### src/rtl/adc_dual_lane_reader.sv
module adc_dual_lane_reader #(
  parameter int WORD_BITS      = 18,
  parameter int WORDS_PER_LANE = 4,
  parameter int SCLK_DIV       = 4
) (
  input  logic clk,
  input  logic rst_n,
  input  logic start_req,
  input  logic busy,
  input  logic sdata_a,
  input  logic sdata_b,
  input  logic first_flag,
  output logic cs_n,
  output logic sclk,
  output logic result_valid,
  output logic align_err,
  output logic [2*WORDS_PER_LANE*WORD_BITS-1:0] results
);

  localparam int HALF  = (SCLK_DIV < 2) ? 1 : SCLK_DIV / 2;
  localparam int FRAME = WORD_BITS * WORDS_PER_LANE;
  localparam int NCH   = 2 * WORDS_PER_LANE;
  localparam int CW    = $clog2(FRAME);
  localparam int DW    = (HALF > 1) ? $clog2(HALF) : 1;

  logic             busy_q;
  logic             pend;
  logic             err_acc;
  logic [DW-1:0]    div_cnt;
  logic [CW-1:0]    bit_cnt;
  logic [FRAME-1:0] sh_a, sh_b;
  logic [NCH*WORD_BITS-1:0] packed_words;

  wire busy_fall = busy_q & ~busy;
  wire half_done = (div_cnt == DW'(HALF - 1));
  wire last_bit  = (bit_cnt == CW'(FRAME - 1));
  wire running   = ~cs_n & ~busy_fall;
  wire start_now = cs_n & (pend | start_req | busy_fall);
  wire capture   = running & half_done & sclk;
  wire finish    = running & half_done & ~sclk & last_bit;
  wire in_first  = (bit_cnt < CW'(WORD_BITS));

  always_ff @(posedge clk) busy_q <= busy;

  always_ff @(posedge clk or negedge rst_n) begin
    if (!rst_n) begin
      cs_n         <= 1'b1;
      sclk         <= 1'b1;
      pend         <= 1'b0;
      err_acc      <= 1'b0;
      div_cnt      <= '0;
      bit_cnt      <= '0;
      result_valid <= 1'b0;
    end else begin
      result_valid <= 1'b0;
      if (cs_n) begin
        if (start_now) begin
          cs_n    <= 1'b0;
          sclk    <= 1'b1;
          pend    <= 1'b0;
          err_acc <= 1'b0;
          div_cnt <= '0;
          bit_cnt <= '0;
        end
      end else if (busy_fall) begin
        cs_n <= 1'b1;
        sclk <= 1'b1;
        pend <= 1'b1;
      end else begin
        if (start_req) pend <= 1'b1;
        if (half_done) begin
          div_cnt <= '0;
          if (sclk) begin
            sclk <= 1'b0;
            if (in_first && !first_flag) err_acc <= 1'b1;
          end else if (last_bit) begin
            cs_n         <= 1'b1;
            sclk         <= 1'b1;
            result_valid <= 1'b1;
          end else begin
            sclk    <= 1'b1;
            bit_cnt <= bit_cnt + 1'b1;
          end
        end else begin
          div_cnt <= div_cnt + 1'b1;
        end
      end
    end
  end

  always_ff @(posedge clk) begin
    if (capture) begin
      sh_a <= {sh_a[FRAME-2:0], sdata_a};
      sh_b <= {sh_b[FRAME-2:0], sdata_b};
    end
  end

  for (genvar c = 0; c < WORDS_PER_LANE; c++) begin : g_chan
    assign packed_words[c*WORD_BITS +: WORD_BITS] =
      sh_a[(WORDS_PER_LANE-1-c)*WORD_BITS +: WORD_BITS];
    assign packed_words[(c+WORDS_PER_LANE)*WORD_BITS +: WORD_BITS] =
      sh_b[(WORDS_PER_LANE-1-c)*WORD_BITS +: WORD_BITS];
  end

  always_ff @(posedge clk or negedge rst_n) begin
    if (!rst_n) begin
      results   <= '0;
      align_err <= 1'b0;
    end else if (finish) begin
      results   <= packed_words;
      align_err <= err_acc;
    end
  end

  p_idle_sclk_high_r1: assert property (@(posedge clk) disable iff (!rst_n)
    cs_n |-> sclk);
  p_sclk_fall_in_frame_r2: assert property (@(posedge clk) disable iff (!rst_n)
    $fell(sclk) |-> !cs_n);
  p_valid_single_r4: assert property (@(posedge clk) disable iff (!rst_n)
    result_valid |=> !result_valid);
  p_valid_at_frame_end_r4: assert property (@(posedge clk) disable iff (!rst_n)
    result_valid |-> (cs_n && $past(!cs_n)));
  p_err_changes_with_valid_r4: assert property (@(posedge clk) disable iff (!rst_n)
    !$stable(align_err) |-> result_valid);
  p_request_starts_r6: assert property (@(posedge clk) disable iff (!rst_n)
    (cs_n && start_req) |=> !cs_n);
  p_abort_on_busy_fall_r7: assert property (@(posedge clk) disable iff (!rst_n)
    (!cs_n && $fell(busy)) |=> (cs_n && !result_valid));

endmodule

### config.mk
export PLATFORM = sky130hd
export DESIGN_NAME = adc_dual_lane_reader
export DESIGN_NICKNAME = d
export VERILOG_FILES = /design/src/rtl/adc_dual_lane_reader.sv
export SDC_FILE = /design/constraint.sdc
export NUM_CORES = 1
export LEC_CHECK = 0
export BUFFER_PORTS_ARGS = -buffer_cell sky130_fd_sc_hd__buf_4
export CAP_MARGIN = 20
export CELL_PAD_IN_SITES_DETAIL_PLACEMENT = 1
export CELL_PAD_IN_SITES_GLOBAL_PLACEMENT = 1
export CORE_UTILIZATION = 25
export DETAILED_ROUTE_END_ITERATION = 6
export GPL_TIMING_DRIVEN = 0
export PLACE_DENSITY = 0.57
export SETUP_SLACK_MARGIN = 0.02
export SYNTH_ARGS = -nofsm -noshare
export SYNTH_HDL_FRONTEND = slang
export SYNTH_SLANG_ARGS = --single-unit
### constraint.sdc
create_clock -name clk -period 6.8 [get_ports clk]
set_clock_uncertainty 0.1 [all_clocks]
set_input_delay 1.36 -clock clk [delete_from_list [all_inputs] [get_ports clk]]
set_output_delay 1.36 -clock clk [all_outputs]
set_load 0.05 [all_outputs]
## Yosys cells after proc, flatten, opt, wreduce, memory -nomap -nowiden

Cells that the tools add are included.

| word-level totals | value |
|---|---|
| register bits after elaboration | 303 |
| word-level logic and storage cells | 76 |

| cells by class | value |
|---|---|
| add/subtract/negate cells | 2 |
| order comparisons | 1 |
| equal/unequal tests | 5 |
| mux-type cells | 31 |
| bitwise operators | 13 |
| reduce and logical (&&, ||, !) cells | 12 |

Operators by type and width:

| cell | number |
|---|---|
| two-way mux 7 bit | 6 |
| two-way mux 1 bit | 25 |
| AND reduction 5 bit | 2 |
| adder 7 x 1 -> 7 bit, second input constant | 1 |
| bitwise AND 1 bit | 7 |
| == test 7 bit, second input constant | 1 |
| < comparator 7 x 5 -> 1 bit, second input constant | 1 |
| inequality test 2 bit, second input constant | 3 |
| AND reduction 2 bit | 3 |
| nonzero test 2 bit | 3 |
| nonzero test 3 bit | 2 |
| NOT 1 bit | 4 |
| inequality test 2 x 1 -> 1 bit, second input constant | 1 |
| OR 1 bit | 2 |
| adder 1 bit, second input constant | 1 |
| logical AND 1 bit | 1 |
| logical NOT 1 bit | 1 |

## Logic depth before layout (Yosys ltp)

Gate-level depths: netlist of run 1.

| logic depth | value |
|---|---|
| word-level depth | 7 |
| mapped depth | 6 |
| gate-level depth less buffers | 5 |

## Least setup slack after synthesis of run 1

No wires, ideal clock.

| timing | value |
|---|---|
| path type | input to register |
| from | input busy |
| to | register sh_a[0], enable pin |
| arrival time | 5149 ps |
| required time | 6178 ps |
| path slack | 1030 ps |
| stages on the path | 4 |
| buffers on the path | 1 |
| cell sequence | nor2b_1 > clkbuf_1 > nor2_1 > and3_1 |

| between the ends | value |
|---|---|
| word-level cells in the longest chain between the ends | 6 |

RTL lines:

| item | RTL line | text |
|---|---|---|
| start, declared | 9 | `input logic busy,` |
| NOT 1 bit | 34 | `wire busy_fall = busy_q & ~busy;` |
| bitwise AND 1 bit | 34 |  |
| NOT 1 bit | 37 | `wire running = ~cs_n & ~busy_fall;` |
| bitwise AND 1 bit | 37 |  |
| bitwise AND 1 bit (2 in series) | 39 | `wire capture = running & half_done & sclk;` |
| named net capture | 39 |  |
| end signal, assigned | 93 | `sh_a <= {sh_a[FRAME-2:0], sdata_a};` |
| end, declared | 31 | `logic [FRAME-1:0] sh_a, sh_b;` |

The timed path passes the listed nets, and every way through them passes these cells.
A chain may end at the register's enable or synchronous reset.

## Worst setup path after layout of run 1

| timing | value |
|---|---|
| from | input busy |
| to | register sh_b[55], enable pin |

| between the ends | value |
|---|---|
| word-level cells in the longest chain between the ends | 6 |

RTL lines:

| item | RTL line | text |
|---|---|---|
| NOT 1 bit | 34 |  |
| bitwise AND 1 bit | 34 |  |
| NOT 1 bit | 37 |  |
| bitwise AND 1 bit | 37 |  |
| bitwise AND 1 bit (2 in series) | 39 |  |
| named net capture | 39 |  |
| end signal, assigned | 94 | `sh_b <= {sh_b[FRAME-2:0], sdata_b};` |
| end, declared | 31 |  |

The timed path passes the listed nets, and every way through them passes these cells.

==> results of run 1 <==
## kinds of logic after synthesis
kind of cell,share of synthesized area
DFF,0.750
and+or+nand+nor,0.0183
muxes,0.200
xor gates and xnor gates,0.00237
adders and majority gates,0.00113
AOI/OAI and AO/OA,0.00316
buffers and inverters,0.0255
## worst max-delay path, cell delays in order
cell and delay (ps):
buf_4 80, nor2b_1 30, clkbuf_1 200, nor2_1 280, and3_4 660, buf_16 370
## power by group through the flow
stage,logic [uW],registers [uW],clock network [uW]
2_1_floorplan,142,2350,0
5_1_grt,317,2320,2020
3_5_place_dp,298,2330,0
6_report,283,2300,1870
3_3_place_gp,258,2400,0
4_1_cts,299,2300,1960
## flip-flops by register name, indices dropped and copies added, names as in the netlist
name          cells
results         144
sh_a             72
sh_b             72
bit_cnt           7
align_err         1
busy_q            1
cs_n              1
div_cnt           1
err_acc           1
pend              1
result_valid      1
sclk              1
## through the flow
step,std cells,setup WS [ps],total power [uW],utilization
6_report,1324,3850,4450,0.328
5_1_grt,1324,3720,4650,0.328
4_1_cts,1324,3850,4560,0.328
3_5_place_dp,1260,3270,2630,0.301
3_3_place_gp,1257,-1330,2660,0.299
2_1_floorplan,518,1030,2490,-
## path summary, 6_finish.rpt
path | startpoint | to | slack [ps] | cells after the start
worst max-delay path | busy | sh_b[55] | 3850 | 6
worst min-delay path | sh_a[31] | sh_a[32] | 340 | 0
worst max register to register | sclk | sh_b[55] | 4370 | 3
worst min register to register | sh_a[31] | sh_a[32] | 340 | 0
max in group asynchronous | rst_n | results[133] | 5010 | 2
min in group asynchronous | rst_n | results[23] | 680 | 1
## per-layer routing
metal / part of all wire / track usage / wire length [um]
met4: 0.026 / 0.0439 / 573
met3: 0.062 / 0.0328 / 1360
met1: 0.47 / 0.138 / 10300
met2: 0.44 / 0.144 / 9780
met5: 0 / 0 / 0
## final cells by class
type,instances,area (um2)
clock buffer,51,1030
inverter,1,3.75
multi-input combinational,196,2500
fill,4469,29200
clock inverter,13,120
sequential,303,8300
tap,585,732
buffer,18,279
timing repair buffer,157,1250
## layout by cell type, fill, tap and decap left out, drive strengths merged, types with 3 or more instances in the layout
master	instances
buf	173
dfrtp	156
mux2	145
edfxtp	144
clkbuf	53
clkinv	9
nand2	8
mux2i	6
nor2	5
nand3	4
nor3	4
nand2b	3
==> metrics.csv, run 1 <==
metric;value;unit
status;completed;
die_w;212;um
routabilityCongestion;0.717;
area_delta_synth_final;28.3;%
synth.most_common_cell;dfrtp_1;
seq_area_frac_synth;0.750;
core;43400;um2
dieArea;45100;um2
drt-wirelength-per-cell;16.6;um
crit_fanout;61;
synth_fp_nets;526;
die_h;212;um
hpwl;13500;um
switching_power;1050;uW
ctsResizeCount;0;
dr.pass1.iters;4;
cts_tree;built;
slew_viol_final;0;
avgSynthCellArea;21.4;um2
rsz0062_at_grt;false;
p_int;3400;uW
synthFlopType;dfrtp_1;
io_buffers;154;
io_pins;155;
p_sw_frac;0.237;
clk_path_buf_depth;3;
ant_nets;0;
whs;345;ps
arrival;3040;ps
power.density;313;nW/um2
required;6890;ps
avgViaCountPerCell;3.93;
rows;76;
placed_area;13100;um2
htreeDepth;2;
fin_area;14200;um2
ys_top_cells_by_count;dfrtp_1, edfxtp_1, mux2_4, buf_12, nand2_1;
fin_crit_sh;0.434;
clock_latency;530;ps
finalSetupViolCount;0;
hold_path.class;reg2reg;
grt_pass1_wl;34700;um
cts.clk_slew.worst_paths;60;ps
netlist.top_cell.by_area;edfxtp_1;
ys_async_sr_fraction;0.521;
initial_utilization;0.255;
vdd_drop_max;0.207;mV
drive_above_1_share;0.509;
period_minus_slack;2950;ps
synth_edf_count;144;
hold_viol;0;
start_kind;input pin;
drv_cap;0;
grt_overflow;0;
diodes;0;
clock_sinks;303;
ys_ff_latch;303;
track_usage;0.101;
numCtsBuffers;36;
slew-limit-headroom;0.453;
power_leakage;0.00650;uW
remaining_drc_errors;0;
endpoint_kind;flip-flop;
fmax;0.339;GHz
synth.distinct_cells;34;
drtIter0Drc;233;
grt_pass1_vias;5673;
drt-total-wl;22000;um
p_seq_frac;0.516;
nets;721;
yosys.area.top_type_share;0.390;
tightest_slew;814;ps
clockPowerShare;0.420;
vias;5209;
grt_max_degree;85;
clock-root-buffer;clkbuf_16;
combPwrFrac;0.063;
ctsHoldBuffers;0;
synth_area;11100;um2
path_class;in2reg;
fin_tns_setup;0;ps
synth.area.top_cells;edfxtp_1, dfrtp_1, mux2_4;
post_cts_buffers;0;
syn-instance-count;518;
yosysWarningCount;0;
antenna_found_initial;0;
Note: power is estimated with default switching activity, not from simulation.
==> run 2: changes to the inputs <==
--- a/config.mk
+++ b/config.mk
@@ -5,6 +5,7 @@
 export SDC_FILE = /design/constraint.sdc
 export NUM_CORES = 1
 export LEC_CHECK = 0
+export ABC_AREA = 1
 export BUFFER_PORTS_ARGS = -buffer_cell sky130_fd_sc_hd__buf_4
 export CAP_MARGIN = 20
 export CELL_PAD_IN_SITES_DETAIL_PLACEMENT = 1
@@ -12,7 +13,7 @@
 export CORE_UTILIZATION = 25
 export DETAILED_ROUTE_END_ITERATION = 6
 export GPL_TIMING_DRIVEN = 0
-export PLACE_DENSITY = 0.57
+export PLACE_DENSITY = 0.59
 export SETUP_SLACK_MARGIN = 0.02
 export SYNTH_ARGS = -nofsm -noshare
 export SYNTH_HDL_FRONTEND = slang
==> constraint.sdc (replaced) <==
create_clock -name clk -period 3.1 [get_ports clk]
set_clock_uncertainty 0.1 [all_clocks]
set_input_delay 0.62 -clock clk [delete_from_list [all_inputs] [get_ports clk]]
set_output_delay 0.62 -clock clk [all_outputs]
set_load 0.05 [all_outputs]
==> metrics.csv, run 2 <==
metric;value;unit;change
yosys.area.top_type_share;0.401;;was 0.390
required;3220;ps;was 6890 ps
initial_utilization;0.256;;was 0.255
drv_cap;0;;unchanged
mostFrequentLayoutCells;nand2_1, buf_4, dfrtp_1;;was dfrtp_1, buf_4, edfxtp_1
power_leakage;0.00599;uW;was 0.00650 uW
crit_fanout;31;;was 61
area_delta_synth_final;30.6;%;was 28.3%
remaining_drc_errors;0;;unchanged
track_usage;0.121;;was 0.101
fmax;0.441;GHz;
netlist.top_cell.by_area;edfxtp_1;;unchanged
avgViaCountPerCell;4.08;;was 3.93
total_power;10300;uW;was 4450 uW
post-route-util;0.334;;was 0.328
endpoint_kind;flip-flop;;unchanged
rows;75;;was 76
reg_top3;results: 144 flops, sh_a: 72 flops, sh_b: 72 flops;;unchanged
power.density;732;nW/um2;was 313 nW/um2
numCtsBuffers;36;;unchanged
die_w;210;um;was 212 um
drive_above_1_share;0.234;;was 0.509
clock_sinks;303;;unchanged
finalSetupViolCount;0;;unchanged
grt_overflow;0;;unchanged
critPathSlowestCell;dfstp_4;;was and3_4
slew-limit-headroom;0.626;;was 0.453
synth.area.top_cells;edfxtp_1, dfrtp_1, o21ai_0;;was edfxtp_1, dfrtp_1, mux2_4
period_minus_slack;2270;ps;
synthFlopType;dfrtp_1;;unchanged
synth_fp_nets;873;;was 526
nets;1072;;was 721
ant_nets;0;;unchanged
ys_ff_latch;303;;unchanged
yosysWarningCount;0;;unchanged
ys_async_sr_fraction;0.521;;unchanged
synth.most_common_cell;nand2_1;;was dfrtp_1
clock-root-buffer;clkbuf_16;;unchanged
largest_register_ffs;144;;unchanged
grt_pass1_vias;7155;;was 5673
die_h;210;um;was 212 um
drt-total-wl;25600;um;was 22000 um
cts_tree;built;;unchanged
syn-instance-count;865;;was 518
grt_pass1_wl;41400;um;was 34700 um
hold_viol;0;;unchanged
synth_area;10800;um2;was 11100 um2
hpwl;16600;um;was 13500 um
tightest_slew;561;ps;was 814 ps
fin_crit_sh;0.732;;
seq_area_frac_synth;0.769;;was 0.750
arrival;2390;ps;was 3040 ps
slowest_delay;640;ps;was 660 ps
critPathMostFrequentCell;buf_12;;
routabilityCongestion;0.716;;was 0.717
clk_path_buf_depth;3;;unchanged
grt_max_degree;101;;was 85
avgSynthCellArea;12.5;um2;was 21.4 um2
status;completed;;unchanged
vdd_drop_max;0.423;mV;was 0.207 mV
dr.pass1.iters;4;;unchanged
fin_tns_setup;0;ps;unchanged
cts.clk_slew.worst_paths;60;ps;about the same
clock_latency;530;ps;about the same
path_class;reg2reg;;was in2reg
io_buffers;154;;unchanged
synth_edf_count;144;;unchanged
r2r_slack;830;ps;was 4370 ps
drtIter0Drc;233;;unchanged
largest_register;results;;unchanged
rsz0062_at_grt;false;;unchanged
cp_cell_sequence;inv_1 -> nor2_4 -> buf_12 -> buf_12 -> buf_12;;was buf_4 -> nor2b_1 -> clkbuf_1 -> nor2_1 -> and3_4 -> buf_16
antenna_found_initial;1;;was 0
layout_commonest_cell;nand2_1;;was dfrtp_1
core;42200;um2;was 43400 um2
hold_path.class;in2reg;;was reg2reg
htreeDepth;2;;unchanged
synth.distinct_cells;21;;was 34
diodes;0;;unchanged
slew_viol_final;0;;unchanged
vias;6648;;was 5209
ys_top_cells_by_count;nand2_1, dfrtp_1, inv_1, o21ai_0, edfxtp_1;;was dfrtp_1, edfxtp_1, mux2_4, buf_12, nand2_1
start_kind;flip-flop;;was input pin
drt-wirelength-per-cell;15.7;um;was 16.6 um
io_pins;155;;unchanged
dieArea;44000;um2;was 45100 um2
[run 2: layout make-up]
cell class,count,area (um2)
buffer,33,272
clock buffer,41,961
clock inverter,23,314
fill,4625,28100
inverter,156,598
multi-input combinational,373,1670
sequential,303,8300
tap,539,674
timing repair buffer,161,1300
[run 2: layer usage]
metal	GRT usage	vias up	wire, um
li1	-	3174	-
met1	0.162	3292	12000
met2	0.185	140	11300
met3	0.0371	42	1670
met4	0.0463	0	653
met5	0	-	0
[run 2: power breakdown]
| group | switching, uW | total [uW] | internal (uW) | leakage, uW |
|---|---|---|---|---|
| combinational | 553 | 749 | 195 | 0.00276 |
| clock | 1720 | 4540 | 2820 | 0.000608 |
| sequential | 221 | 5030 | 4810 | 0.00263 |
| total | 2490 | 10300 | 7830 | 0.00599 |
[run 2: worst paths after layout]
check | start | cells after the start | to
setup reg to reg | sclk | 5 | sh_a[11]
hold reg to reg | sh_a[1] | 0 | sh_a[2]
max in group asynchronous | rst_n | 3 | results[117]
hold / removal | sdata_b | 1 | sh_b[0]
min in group asynchronous | rst_n | 2 | results[26]
setup / recovery | sclk | 5 | sh_a[11]
[run 2: stage by stage]
stage | hold WS, ps | instance area (um2) | cells | worst slack, ps
final | 173 | 14100 | 1629 | 831
after global routing | 140 | 14100 | 1629 | 650
after global placement | 331 | 12700 | 1558 | -2050
after floorplan | 224 | 10800 | 865 | -415
after detailed placement | 335 | 12800 | 1564 | 481
after CTS | 125 | 14100 | 1629 | 780
[run 2: timing repair]
action                                 in CTS  in global routing
gates resized for setup                     0                  0
buffers inserted                            0                  0
hold buffers                                1                  0
endpoints found under the hold margin      56                  0
[run 2: worst max-delay path, delay by kind of cell, from the launching register on]
kind | cells | cell delay [ps]
AND/OR/NAND/NOR | 1 | 390
flip-flops | 1 | 640
buffers and inverters | 4 | 800
[run 2: kinds of logic after synthesis]
| logic type | Yosys count | share of synthesized area |
|---|---|---|
| fa+ha+maj | 1 | 0.00116 |
| simple gates | 220 | 0.0792 |
| flops | 303 | 0.769 |
| compound gates | 150 | 0.0698 |
| buf+inv | 189 | 0.0794 |
| xor+xnor | 2 | 0.00162 |
==> run 3: changes to the inputs <==
--- a/config.mk
+++ b/config.mk
@@ -5,7 +5,7 @@
 export SDC_FILE = /design/constraint.sdc
 export NUM_CORES = 1
 export LEC_CHECK = 0
-export ABC_AREA = 1
+export ABC_AREA = 0
 export BUFFER_PORTS_ARGS = -buffer_cell sky130_fd_sc_hd__buf_4
 export CAP_MARGIN = 20
 export CELL_PAD_IN_SITES_DETAIL_PLACEMENT = 1
@@ -13,7 +13,7 @@
 export CORE_UTILIZATION = 25
 export DETAILED_ROUTE_END_ITERATION = 6
 export GPL_TIMING_DRIVEN = 0
-export PLACE_DENSITY = 0.59
+export PLACE_DENSITY = 0.58
 export SETUP_SLACK_MARGIN = 0.02
 export SYNTH_ARGS = -nofsm -noshare
 export SYNTH_HDL_FRONTEND = slang
==> constraint.sdc (replaced) <==
create_clock -name clk -period 1.8 [get_ports clk]
set_clock_uncertainty 0.1 [all_clocks]
set_input_delay 0.36 -clock clk [delete_from_list [all_inputs] [get_ports clk]]
set_output_delay 0.36 -clock clk [all_outputs]
set_load 0.05 [all_outputs]
==> metrics.csv, run 3 (synthesis gave the netlist of run 1 again) <==
metric;value;unit;change
status;complete, but fails checks;;was completed
violations;setup timing;;
cts_tree;built;;unchanged
htreeDepth;2;;unchanged
clock-root-buffer;clkbuf_16;;unchanged
hpwl;13600;um;was 16600 um
hold_viol;0;;unchanged
ant_nets;0;;unchanged
initial_utilization;0.255;;was 0.256
hold_path.class;in2reg;;unchanged
clk_path_buf_depth;3;;unchanged
mostFrequentLayoutCells;buf_4, dfrtp_1, edfxtp_1;;was nand2_1, buf_4, dfrtp_1
reg_top3;results: 144 flops, sh_a: 72 flops, sh_b: 72 flops;;unchanged
drt-wirelength-per-cell;17.7;um;was 15.7 um
nets;749;;was 1072
area_delta_synth_final;33.3;%;was 30.6%
fin_crit_sh;1.21;;was 0.732
required;2110;ps;was 3220 ps
remaining_drc_errors;0;;unchanged
vias;5322;;was 6648
io_buffers;154;;unchanged
cts.clk_slew.worst_paths;50;ps;was 60 ps
slew-limit-headroom;0.467;;was 0.626
routabilityCongestion;0.683;;was 0.716
endpoint_kind;flip-flop;;unchanged
grt_overflow;0;;unchanged
avgViaCountPerCell;3.93;;was 4.08
largest_register;results;;unchanged
largest_register_ffs;144;;unchanged
dp_worst_setup_slack;-778;ps;was 481 ps
holdPathStages;3;;was 1
slew_viol_final;0;;unchanged
tightest_slew;792;ps;was 561 ps
finalSetupViolCount;147;;was 0
diodes;0;;unchanged
drv_cap;0;;unchanged
dr.pass1.iters;4;;unchanged
rsz0062_at_grt;true;;was false
core;43400;um2;was 42200 um2
rows;76;;was 75
power_leakage;0.00677;uW;was 0.00599 uW
grt_max_degree;84;;was 101
holdPathEnd;sclk;;was sh_b[0]
die_w;212;um;was 210 um
r2r_slack;-380;ps;was 830 ps
place_inst;1260;;was 1564
hp-start;busy;;was sdata_b
drtIter0Drc;297;;was 233
post-route-util;0.340;;was 0.334
worstReg2RegStart;bit_cnt[5];;was sclk
r2r-end;results[15];;was sh_a[11]
arrival;2490;ps;was 2390 ps
period_minus_slack;2180;ps;was 2270 ps
drt-total-wl;23900;um;was 25600 um
fin_area;14800;um2;was 14100 um2
clock_latency;530;ps;about the same
drive_above_1_share;0.534;;was 0.234
fmax;0.460;GHz;was 0.441 GHz
path_class;reg2reg;;unchanged
start_kind;flip-flop;;unchanged
vdd_drop_max;0.722;mV;was 0.423 mV
grt_pass1_vias;5771;;was 7155
layout_commonest_cell;buf_4;;was nand2_1
finalNonFillerCells;1354;;was 1629
numCtsBuffers;36;;unchanged
power.density;1200;nW/um2;was 732 nW/um2
io_pins;155;;unchanged
antenna_found_initial;0;;was 1
grt_pass1_wl;36200;um;was 41400 um
fin_ws;-375;ps;was 831 ps
dieArea;45100;um2;was 44000 um2
total_power;17700;uW;was 10300 uW
placed_area;13100;um2;was 12800 um2
ff2ff_path_depth;6;;was 5
clock_sinks;303;;unchanged
die_h;212;um;was 210 um
track_usage;0.106;;was 0.121
crit_fanout;10;;was 31
## run 3: worst max path at each step
stage	start	end	slack, ps
after detailed placement	busy	sh_b[40]	-780
after CTS	bit_cnt[5]	results[64]	-370
after global placement	busy	sh_b[71]	-1490
final	bit_cnt[5]	results[15]	-380
after global routing	bit_cnt[5]	results[68]	-470
after floorplan	sclk	sh_a[0]	-720
## run 3: cell type report
cell class	instances	area, um2
Fill cell	4425	28600
Clock buffer	48	977
Buffer	17	334
Tap cell	585	732
Clock inverter	18	221
Inverter	1	3.75
Timing Repair Buffer	184	1640
Sequential cell	303	8300
Multi-Input combinational cell	198	2550
## run 3: worst max-delay path, cell delays in order, from the launching register on
cell,delay [ps]
dfrtp_1,390
nor4b_2,300
nand3_2,130
or4_4,480
buf_12,190
buf_12,170
mux2_4,300
## run 3: power breakdown
group / switching, uW / internal (uW) / total [uW]
sequential: 372 / 8310 / 8680
clock: 2860 / 4550 / 7410
combinational: 1030 / 619 / 1650
total: 4260 / 13500 / 17700
## run 3: what timing repair did
item	CTS	global route
gates cloned	4	5
endpoints found under the setup margin	291	196
resized for setup	23	7
pin swaps	4	3
endpoints found under the hold margin	77	0
hold buffers	5	0
setup buffers	15	3
## run 3: metrics by stage
| stage | setup TNS [ps] | hold slack (ps) |
|---|---|---|
| 2_1_floorplan | -151560 | -35.6 |
| 3_3_place_gp | -420450 | 328 |
| 3_5_place_dp | -170240 | 283 |
| 4_1_cts | -48900 | 16.6 |
| 5_1_grt | -65480 | 39.7 |
| 6_report | -50960 | 58.2 |
## run 3: routing by layer
| layer | global-route usage | vias to the layer above | share of wire |
|---|---|---|---|
| met5 | 0 | - | 0 |
| met4 | 0.0357 | 0 | 0.020 |
| met1 | 0.145 | 2785 | 0.47 |
| met3 | 0.0326 | 36 | 0.057 |
| met2 | 0.158 | 133 | 0.45 |
| li1 | - | 2368 | - |
